[config.mk]
export PLATFORM = sky130hd
export DESIGN_NAME = bhist_tracker
export DESIGN_NICKNAME = d
export VERILOG_FILES = /design/src/rtl/bhist_pkg.sv /design/src/rtl/bhist_ras.sv /design/src/rtl/bhist_ring.sv /design/src/rtl/bhist_decide.sv /design/src/rtl/bhist_tracker.sv
export SDC_FILE = /design/constraint.sdc
export NUM_CORES = 2
export LEC_CHECK = 0
export ABC_CLOCK_PERIOD_IN_PS = 9700
export BUFFER_PORTS_ARGS = -buffer_cell sky130_fd_sc_hd__buf_2
export CORE_ASPECT_RATIO = 0.6
export CORE_MARGIN = 3
export CORE_UTILIZATION = 45
export CTS_CLUSTER_SIZE = 40
export DETAILED_ROUTE_END_ITERATION = 6
export PLACE_DENSITY = 0.61
export SLEW_MARGIN = 5
export SYNTH_ARGS = -nofsm -noshare
export SYNTH_HDL_FRONTEND = slang
export SYNTH_HIERARCHICAL = 1
export SYNTH_SLANG_ARGS = --single-unit
export TNS_END_PERCENT = 5
[constraint.sdc]
create_clock -name clk -period 9.7 [get_ports clk]
set_input_delay 1.94 -clock clk [delete_from_list [all_inputs] [get_ports clk]]
set_output_delay 1.94 -clock clk [all_outputs]
set_load 0.005 [all_outputs]
[src/rtl/bhist_pkg.sv]
package bhist_pkg;

  localparam int BH_SEQ_W     = 16;
  localparam int BH_PC_W      = 32;
  localparam int BH_RAS_DEPTH = 8;
  localparam int BH_RAS_IW    = $clog2(BH_RAS_DEPTH);
  localparam int BH_STEP      = 4;

  typedef logic [BH_SEQ_W-1:0]  seq_t;
  typedef logic [BH_PC_W-1:0]   pc_t;
  typedef logic [BH_RAS_IW-1:0] ras_idx_t;

  typedef struct packed {
    seq_t     seq;
    pc_t      pc;
    logic     pred_taken;
    logic     was_call;
    logic     was_ret;
    logic     was_ind;
    logic     used_ras;
    logic     pushed_ras;
    ras_idx_t ras_idx;
    pc_t      ras_val;
    logic     squashed;
  } hrec_t;

  typedef enum logic [1:0] {ST_IDLE, ST_COMMIT, ST_SQUASH} walk_e;
  typedef enum logic [1:0] {RAS_NOP, RAS_PUSH, RAS_POP, RAS_RESTORE} ras_op_e;

  function automatic pc_t pc_step(pc_t pc);
    return pc + pc_t'(BH_STEP);
  endfunction

  // repair applied when a record is thrown away by a squash walk
  function automatic ras_op_e undo_op(hrec_t r);
    if (r.used_ras)                   return RAS_RESTORE;
    else if (r.was_call && r.pushed_ras) return RAS_POP;
    else                              return RAS_NOP;
  endfunction

  // repair applied to the mispredicted record itself
  function automatic ras_op_e fix_op(hrec_t r, logic tkn);
    if (tkn) return (r.was_ret && !r.used_ras) ? RAS_POP : RAS_NOP;
    else     return undo_op(r);
  endfunction

  function automatic hrec_t fix_rec(hrec_t r, logic tkn);
    hrec_t o;
    o = r;
    o.squashed = 1'b1;
    if (tkn) begin
      if (r.was_ret && !r.used_ras) o.used_ras = 1'b1;
    end else begin
      if (r.used_ras)                       o.used_ras   = 1'b0;
      else if (r.was_call && r.pushed_ras)  o.pushed_ras = 1'b0;
    end
    return o;
  endfunction

endpackage

[src/rtl/bhist_ras.sv]
module bhist_ras
  import bhist_pkg::*;
(
  input  logic     clk,
  input  logic     rst_n,
  input  ras_op_e  op,
  input  pc_t      wr_val,
  input  ras_idx_t wr_idx,
  output ras_idx_t top_idx,
  output pc_t      top_val
);
  pc_t      slot [BH_RAS_DEPTH];
  ras_idx_t top_q;
  ras_idx_t top_up;

  assign top_up  = top_q + ras_idx_t'(1);
  assign top_idx = top_q;
  assign top_val = slot[top_q];

  always_ff @(posedge clk or negedge rst_n) begin
    if (!rst_n) begin
      top_q <= '0;
      for (int i = 0; i < BH_RAS_DEPTH; i++) slot[i] <= '0;
    end else begin
      case (op)
        RAS_PUSH: begin
          top_q        <= top_up;
          slot[top_up] <= wr_val;
        end
        RAS_POP:  top_q <= top_q - ras_idx_t'(1);
        RAS_RESTORE: begin
          top_q        <= wr_idx;
          slot[wr_idx] <= wr_val;
        end
        default: ;
      endcase
    end
  end
endmodule

[src/rtl/bhist_ring.sv]
module bhist_ring
  import bhist_pkg::*;
#(
  parameter int DEPTH = 16,
  localparam int PW = $clog2(DEPTH),
  localparam int CW = $clog2(DEPTH + 1)
) (
  input  logic          clk,
  input  logic          rst_n,
  input  logic          push_en,
  input  hrec_t         push_rec,
  input  logic          pop_old,
  input  logic          pop_young,
  input  logic          upd_en,
  input  hrec_t         upd_rec,
  output hrec_t         oldest,
  output hrec_t         youngest,
  output logic [CW-1:0] count,
  output logic          full,
  output logic          empty
);
  hrec_t         mem [DEPTH];
  logic [PW-1:0] old_ptr;
  logic [PW-1:0] new_ptr;
  logic [PW-1:0] young_ptr;
  logic [CW-1:0] cnt;

  assign young_ptr = new_ptr - PW'(1);
  assign oldest    = mem[old_ptr];
  assign youngest  = mem[young_ptr];
  assign count     = cnt;
  assign full      = (cnt == CW'(DEPTH));
  assign empty     = (cnt == '0);

  always_ff @(posedge clk or negedge rst_n) begin
    if (!rst_n) begin
      old_ptr <= '0;
      new_ptr <= '0;
      cnt     <= '0;
    end else begin
      if (push_en)   new_ptr <= new_ptr + PW'(1);
      if (pop_young) new_ptr <= young_ptr;
      if (pop_old)   old_ptr <= old_ptr + PW'(1);
      cnt <= cnt + CW'(push_en) - CW'(pop_old) - CW'(pop_young);
    end
  end

  always_ff @(posedge clk) begin
    if (push_en) mem[new_ptr]   <= push_rec;
    if (upd_en)  mem[young_ptr] <= upd_rec;
  end
endmodule

[src/rtl/bhist_decide.sv]
module bhist_decide
  import bhist_pkg::*;
(
  input  seq_t     seq,
  input  pc_t      pc,
  input  logic     is_uncond,
  input  logic     is_call,
  input  logic     is_ret,
  input  logic     is_ind,
  input  logic     dir_taken,
  input  logic     btb_hit,
  input  pc_t      btb_tgt,
  input  logic     ind_hit,
  input  pc_t      ind_tgt,
  input  ras_idx_t top_idx,
  input  pc_t      top_val,
  output hrec_t    rec,
  output logic     taken,
  output pc_t      next_pc,
  output ras_op_e  op,
  output pc_t      push_val
);
  logic guess;
  logic hit;
  pc_t  tgt;

  assign guess    = is_uncond | dir_taken;
  assign hit      = is_ind ? ind_hit : btb_hit;
  assign tgt      = is_ind ? ind_tgt : btb_tgt;
  assign push_val = pc_step(pc);

  always_comb begin
    rec         = '0;
    rec.seq     = seq;
    rec.pc      = pc;
    rec.was_ret = is_ret;
    rec.ras_idx = top_idx;
    rec.ras_val = top_val;
    taken       = 1'b0;
    next_pc     = pc_step(pc);
    op          = RAS_NOP;
    if (guess && is_ret) begin
      taken        = 1'b1;
      next_pc      = top_val;
      rec.used_ras = 1'b1;
      op           = RAS_POP;
    end else if (guess) begin
      rec.was_call = is_call;
      rec.was_ind  = is_ind;
      if (hit) begin
        taken   = 1'b1;
        next_pc = tgt;
      end
      if (is_call && (hit || is_uncond)) begin
        rec.pushed_ras = 1'b1;
        op             = RAS_PUSH;
      end
    end
    rec.pred_taken = taken;
  end
endmodule

[src/rtl/bhist_tracker.sv]
module bhist_tracker
  import bhist_pkg::*;
#(
  parameter int HIST_DEPTH = 16,
  localparam int CNT_W = $clog2(HIST_DEPTH + 1)
) (
  input  logic                 clk,
  input  logic                 rst_n,
  input  logic                 pred_valid,
  input  logic [BH_SEQ_W-1:0]  pred_seq,
  input  logic [BH_PC_W-1:0]   pred_pc,
  input  logic                 pred_uncond,
  input  logic                 pred_call,
  input  logic                 pred_ret,
  input  logic                 pred_indirect,
  input  logic                 pred_dir_taken,
  input  logic                 btb_hit,
  input  logic [BH_PC_W-1:0]   btb_target,
  input  logic                 ind_hit,
  input  logic [BH_PC_W-1:0]   ind_target,
  output logic                 pred_ready,
  output logic                 pred_taken,
  output logic [BH_PC_W-1:0]   pred_next_pc,
  input  logic                 commit_valid,
  input  logic [BH_SEQ_W-1:0]  commit_seq,
  input  logic                 sq_valid,
  input  logic [BH_SEQ_W-1:0]  sq_seq,
  input  logic                 sq_mispred,
  input  logic                 sq_actual_taken,
  input  logic [BH_PC_W-1:0]   sq_target,
  output logic                 busy,
  output logic                 retire_valid,
  output logic [BH_PC_W-1:0]   retire_pc,
  output logic                 retire_taken,
  output logic                 retire_squashed,
  output logic                 btb_wr_valid,
  output logic [BH_PC_W-1:0]   btb_wr_pc,
  output logic [BH_PC_W-1:0]   btb_wr_target,
  output logic                 fix_mismatch,
  output logic                 ras_push,
  output logic                 ras_pop,
  output logic                 ras_restore,
  output logic [BH_RAS_IW-1:0] ras_top_idx,
  output logic [BH_PC_W-1:0]   ras_top_val
);
  walk_e    state;
  seq_t     lim_q;
  logic     misp_q;
  logic     tkn_q;
  pc_t      tgt_q;

  hrec_t    oldest;
  hrec_t    youngest;
  hrec_t    new_rec;
  hrec_t    upd_rec;
  logic [CNT_W-1:0] hist_cnt;
  logic     hist_full;
  logic     hist_empty;

  ras_op_e  dec_op;
  pc_t      dec_push_val;
  ras_op_e  ras_op;
  pc_t      ras_wr_val;
  ras_idx_t ras_wr_idx;
  ras_idx_t top_idx;
  pc_t      top_val;

  // named internal events
  logic idle;
  logic pred_fire;
  logic cm_pop;
  logic sq_pop;
  logic sq_final;
  logic fix_en;
  logic lint_unused_bits;

  assign idle       = (state == ST_IDLE);
  assign busy       = !idle;
  assign pred_ready = idle && !hist_full && !sq_valid && !commit_valid;
  assign pred_fire  = pred_valid && pred_ready;

  assign cm_pop   = (state == ST_COMMIT) && !hist_empty && (oldest.seq <= lim_q);
  assign sq_pop   = (state == ST_SQUASH) && !hist_empty && (youngest.seq > lim_q);
  assign sq_final = (state == ST_SQUASH) && !sq_pop;
  assign fix_en   = sq_final && misp_q && !hist_empty && (youngest.seq == lim_q);
  assign fix_mismatch = sq_final && misp_q && !hist_empty && (youngest.seq != lim_q);

  assign lint_unused_bits = ^{oldest, youngest.ras_idx};

  bhist_decide u_decide (
    .seq       (pred_seq),
    .pc        (pred_pc),
    .is_uncond (pred_uncond),
    .is_call   (pred_call),
    .is_ret    (pred_ret),
    .is_ind    (pred_indirect),
    .dir_taken (pred_dir_taken),
    .btb_hit   (btb_hit),
    .btb_tgt   (btb_target),
    .ind_hit   (ind_hit),
    .ind_tgt   (ind_target),
    .top_idx   (top_idx),
    .top_val   (top_val),
    .rec       (new_rec),
    .taken     (pred_taken),
    .next_pc   (pred_next_pc),
    .op        (dec_op),
    .push_val  (dec_push_val)
  );

  assign upd_rec = fix_rec(youngest, tkn_q);

  bhist_ring #(.DEPTH(HIST_DEPTH)) u_ring (
    .clk       (clk),
    .rst_n     (rst_n),
    .push_en   (pred_fire),
    .push_rec  (new_rec),
    .pop_old   (cm_pop),
    .pop_young (sq_pop),
    .upd_en    (fix_en),
    .upd_rec   (upd_rec),
    .oldest    (oldest),
    .youngest  (youngest),
    .count     (hist_cnt),
    .full      (hist_full),
    .empty     (hist_empty)
  );

  // one stack command per cycle: predict, walk or fix are mutually exclusive
  always_comb begin
    ras_op     = RAS_NOP;
    ras_wr_val = dec_push_val;
    ras_wr_idx = youngest.ras_idx;
    if (pred_fire) begin
      ras_op = dec_op;
    end else if (sq_pop) begin
      ras_op     = undo_op(youngest);
      ras_wr_val = youngest.ras_val;
    end else if (fix_en) begin
      ras_op     = fix_op(youngest, tkn_q);
      ras_wr_val = youngest.ras_val;
    end
  end

  assign ras_push    = (ras_op == RAS_PUSH);
  assign ras_pop     = (ras_op == RAS_POP);
  assign ras_restore = (ras_op == RAS_RESTORE);

  bhist_ras u_ras (
    .clk     (clk),
    .rst_n   (rst_n),
    .op      (ras_op),
    .wr_val  (ras_wr_val),
    .wr_idx  (ras_wr_idx),
    .top_idx (top_idx),
    .top_val (top_val)
  );

  assign ras_top_idx = top_idx;
  assign ras_top_val = top_val;

  assign retire_valid    = cm_pop;
  assign retire_pc       = oldest.pc;
  assign retire_taken    = oldest.pred_taken;
  assign retire_squashed = oldest.squashed;

  assign btb_wr_valid  = fix_en && tkn_q && !youngest.was_ind;
  assign btb_wr_pc     = youngest.pc;
  assign btb_wr_target = tgt_q;

  always_ff @(posedge clk or negedge rst_n) begin
    if (!rst_n) begin
      state  <= ST_IDLE;
      lim_q  <= '0;
      misp_q <= 1'b0;
      tkn_q  <= 1'b0;
      tgt_q  <= '0;
    end else begin
      case (state)
        ST_IDLE: begin
          if (sq_valid) begin
            state  <= ST_SQUASH;
            lim_q  <= sq_seq;
            misp_q <= sq_mispred;
            tkn_q  <= sq_actual_taken;
            tgt_q  <= sq_target;
          end else if (commit_valid) begin
            state <= ST_COMMIT;
            lim_q <= commit_seq;
          end
        end
        ST_COMMIT: if (!cm_pop)  state <= ST_IDLE;
        ST_SQUASH: if (sq_final) state <= ST_IDLE;
        default:   state <= ST_IDLE;
      endcase
    end
  end
endmodule

# --- Word level (Yosys, flattened, before mapping) ---
# Memories as Yosys holds them, arrays and structs flattened.
# Index checks and enable logic that the tools add are counted.
totals:
  n_memories: 1
  ramBits: 1440
  reg_bits: 324
mem_list:
  columns: ["memory", "depth", "word_bits", "read_ports", "rd_clocked_by_memory_dff", "wr", "line_no", "source"]
  rows:
  - ["u_ring.mem", 16, 90, 2, 0, 1, "bhist_ring.sv:22", "hrec_t mem [DEPTH];"]
op_classes:
  order_cmp: 7
  eq_ne: 11
  n_bitwise: 4
  add_sub_neg: 9
  n_reduce_logical: 40
  muxes: 61
ops:
  columns: ["cell", "n"]
  rows:
  - ["256-bit bitwise mux", 2]
  - ["256-bit one-hot mux with 2 select lines", 1]
  - ["32-bit 2-to-1 mux", 11]
  - ["32-bit demux with 3-bit select", 2]
  - ["32-bit binary-select mux with 3-bit select", 1]
  - ["90-bit 2-to-1 mux", 1]
  - ["90-bit OR reduction", 1]
  - ["32-bit by 3-bit adder with 32-bit output, second input constant", 1]
  - ["16-bit 2-to-1 mux", 2]
  - ["2-bit 2-to-1 mux", 13]
  - ["1-bit 2-to-1 mux", 23]
  - ["1-bit logical AND", 21]
  - ["16-bit == test", 1]
  - ["16-bit > comparator", 1]
  - ["16-bit less-or-equal comparator", 1]
  - ["16-bit != test", 1]
  - ["4-bit greater-or-equal comparator, second input constant", 3]
  - ["4-bit 2-to-1 mux", 3]
  - ["3-bit inverter with 4-bit output", 3]
  - ["5-bit by 1-bit subtractor with 5-bit output", 2]
  - ["3-bit one-hot mux with 3 select lines", 1]
  - ["4-bit by 1-bit adder with 4-bit output, second input constant", 2]
  - ["1-bit logical NOT", 8]
  - ["4-bit by 1-bit less-than comparator with 1-bit output, second input constant", 2]
  - ["18 further kinds", 25]

# --- Depth between registers and ports, before layout ---
logic_depth:
  depth_word: 14
  mapped_depth: 26
  mapped_depth_nobuf: 21

# --- Modules after synthesis ---
# Netlist, hierarchy kept.
by_module_without_submodules:
  columns: ["mod", "area_each_um2", "seq_area_each_um2", "n_inst", "cells_per_inst"]
  rows:
  - ["bhist_ring", 83556.4, 43566.8, 1, 4437]
  - ["bhist_ras", 14297.5, 6481.2, 1, 1266]
  - ["bhist_tracker", 3564.7, 1301.2, 1, 320]
  - ["bhist_decide", 2312.2, 0.0, 1, 322]

# --- Worst setup path after synthesis ---
# OpenSTA, ideal clock, no wires.
synth_timing:
  path_type: "reg-to-reg"
  startpoint: "reg u_ring.new_ptr[0]"
  endpoint: "mem u_ring/mem[0][0] (netlist name), enable pin"
  setup_ns: 0.570
  n_path_buf: 6
  required_ns: 9.130
  arrival_ns: 9.013
  setup_slack_ns: 0.117
  stages_incl_launch_ff: 17
  path_cell_list: "dfrtp_1 > buf_2 > clkbuf_1 > buf_2 > inv_1 > ha_1 > clkbuf_1 > clkbuf_1 > clkbuf_1 > mux4_2 > mux4_2 > ha_1 > nand4_1 > nor2_1 > and4bb_2 > nand2_1 > o22ai_1"
synth_lines:
  columns: ["item", "line_no", "source"]
  rows:
  - ["start: declaration", "bhist_ring.sv:24", "logic [PW-1:0] new_ptr;"]
  - ["start signal: assignment", "bhist_ring.sv:41", "if (push_en) new_ptr <= new_ptr + PW'(1);"]
  - ["start signal: assignment", "bhist_ring.sv:42", "if (pop_young) new_ptr <= young_ptr;"]
  - ["end: declaration", "bhist_ring.sv:22", null]

==> run metrics <==
overall track demand over capacity in global routing=27.9%; number of detailed-routing iterations run before antenna repair=6; endpoint with the worst hold slack=u_ras/slot[250]; max_slew headroom=11.2%; drt via density=6.82; total number of clock tree sinks=1764; count of maximum capacitance violations=0; Crit. End Element=output pin; Worst Hold Margin=0.481 ns; die boundary height=369 um; number of cells on the worst hold path=1; area of the core=0.217 mm^2; kind of critical path=reg -> out; count of mapped cells out of synthesis=6101; area enclosed by the die boundary=0.226 mm^2; Worst R2R Path Depth=16; proportion of layout cells with a drive suffix above 1=47.0%; multi-input combinational cell area=0.0438 mm^2; worst setup skew after layout=0.0518 ns; clock input transition at the sequential cells of the worst setup and hold paths=0.06 ns; number of remaining DRC errors=0; number of antenna violations at the first check in global routing=19; worst-path fanout max=49; initial cell density of the core=45.6%; routed length per placed instance=35.1 um; wire length of the first global-routing pass=460000 um; Pleak=35.1 nW; Buffers on Ports=363; Final Util=49.8%; row count=132; Skew-Pair Late Insertion Delay=0.85 ns; CP required=7.76 ns; level count of the clock H-tree=4; sequential cell area in the final layout=0.0514 mm^2; post-route worst setup slack=1.02 ns; design area=0.108 mm^2; average size of a mapped cell=16.2 um^2; final critical-path share of the clock period=89.5%; routed via count=61800; detailed placement HPWL=173000 um; via count of the first global-routing pass=61500; max-slew violation count=0; setup repair after global routing missed its margin=no; most frequent standard cell in the layout excluding fill and tap cells=edfxtp_1; Fillers=17900; Post-CTS Repair Setup Buffers=0; top library cells by usage in the layout, fill and taps aside=edfxtp_1, mux2_2, mux4_2, o211ai_1, buf_2; final instance count without filler cells=9057; Final Wtd Congestion=0.825; # placed instances=8727; pin count of the biggest net entering global routing=129; r2r endpoint=u_ras/slot[237]; TritonCTS buffer count=182; Final Power=34.4 mW; final wirelength=318000 um; Final Hold Fails=0; post-layout min period=8.68 ns; slew of the pin with the lowest slew margin=1.33 ns; clock tree buffer depth=4; TritonCTS clock tree=yes; Iter 0 DRT Violations=7964; worst-path cell with the longest stage delay=ha_4; die width=611 um; internal reg-to-reg setup slack=1.73 ns; count of synthesis-stage warnings from yosys=6; hold path startpoint=u_ras/slot[250]; final setup violation count=0; Hold WC Path Type=reg -> reg; antenna violation net count after detailed routing=0; Pwr Density=318 mW/mm^2; cell repeated most along the worst path=mux4_2; maximum resistive drop on vdd=0.335 mV; Max Fclk=115 MHz; CTS resizes=0; number of nets at the end of the flow=6271; pre-CTS setup slack=1.79 ns; delay of the slowest cell on the worst path=0.88 ns; Hold-fix buffers, CTS=0; sum of overflow across all layers after global routing=0; result of the run=completed; Worst EP arrival=6.74 ns; Layout Area Growth over Synthesis=9.32%; worst-path cell chain=inv_1 > ha_4 > buf_4 > mux4_2 > mux4_2 > ha_1 > nand4_1 > nor2_1 > o21ai_0 > and3_2 > o31ai_4 > and2_1 > buf_2; root buffer cell=clkbuf_16; standard cell area after detailed placement=0.103 mm^2; number of primary I/O pins=364; aggregate negative setup slack=0 ns; combined area of all synthesized cells=0.0990 mm^2; Worst R2R Start=u_ring/new_ptr[0]; startpoint type of the worst setup path=register
-- report_power, final --
| group | internal, mW | total (mW) | switching (mW) |
|---|---|---|---|
| Sequential | 9.36 | 9.94 | 0.578 |
| Clock | 3.89 | 6.97 | 3.07 |
| Combinational | 7.32 | 17.5 | 10.2 |
| Total | 20.6 | 34.4 | 13.9 |
-- flip-flops by register name, summed over array words and instances, names as in the netlist, 2 cells and up --
register / count
u_ring/count: 5
u_ring/old_ptr: 4
u_ring/new_ptr: 4
state: 2
btb_wr_target: 32
u_ring/mem: 1440
u_ras/slot: 256
u_ras/top_idx: 3
lim_q: 16
-- worst max-delay path: cells and delay by family, from the launching register on --
family          cells  cell delay, ns
compound gates      2            1.07
fa+ha+maj           2            1.29
buf+inv             3            0.77
flops               1            0.78
mux                 2            1.05
simple gates        4            0.92
-- layer usage --
metal | GRT usage [%] | share of wire [%] | vias to the layer above
met4 | 7.05 | 2.5 | 6
met3 | 5.54 | 9.5 | 490
li1 | - | - | 24600
met5 | 0 | 0.012 | -
met1 | 41.5 | 43 | 33200
met2 | 41.8 | 45 | 3494
-- how the worst max path moves through the flow --
| stage | slack, ns | startpoint | end | cells past startpoint |
|---|---|---|---|---|
| after floorplan | 0.20 | u_ring/new_ptr[0] | u_ring/mem[0][0] | 16 |
| after global placement | 1.91 | u_ring/new_ptr[0] | u_ras/slot[225] | 16 |
| after detailed placement | 1.79 | u_ring/new_ptr[0] | u_ras/slot[224] | 16 |
| after CTS | 0.97 | u_ring/new_ptr[0] | ras_pop | 13 |
| after global routing | 0.69 | u_ring/new_ptr[0] | ras_pop | 13 |
| final | 1.02 | u_ring/new_ptr[0] | ras_pop | 13 |
-- final cells by class --
| class | count | share of cell area, % |
|---|---|---|
| Clock buffer | 239 | 4.53 |
| Inverter | 43 | 0.149 |
| Antenna cell | 8 | 0.0185 |
| Multi-Input combinational cell | 3525 | 40.5 |
| Timing Repair Buffer | 515 | 3.29 |
| Tap cell | 2881 | 3.33 |
| Sequential cell | 1764 | 47.5 |
| Clock inverter | 82 | 0.680 |
Note: power is estimated with default switching activity, not from simulation.
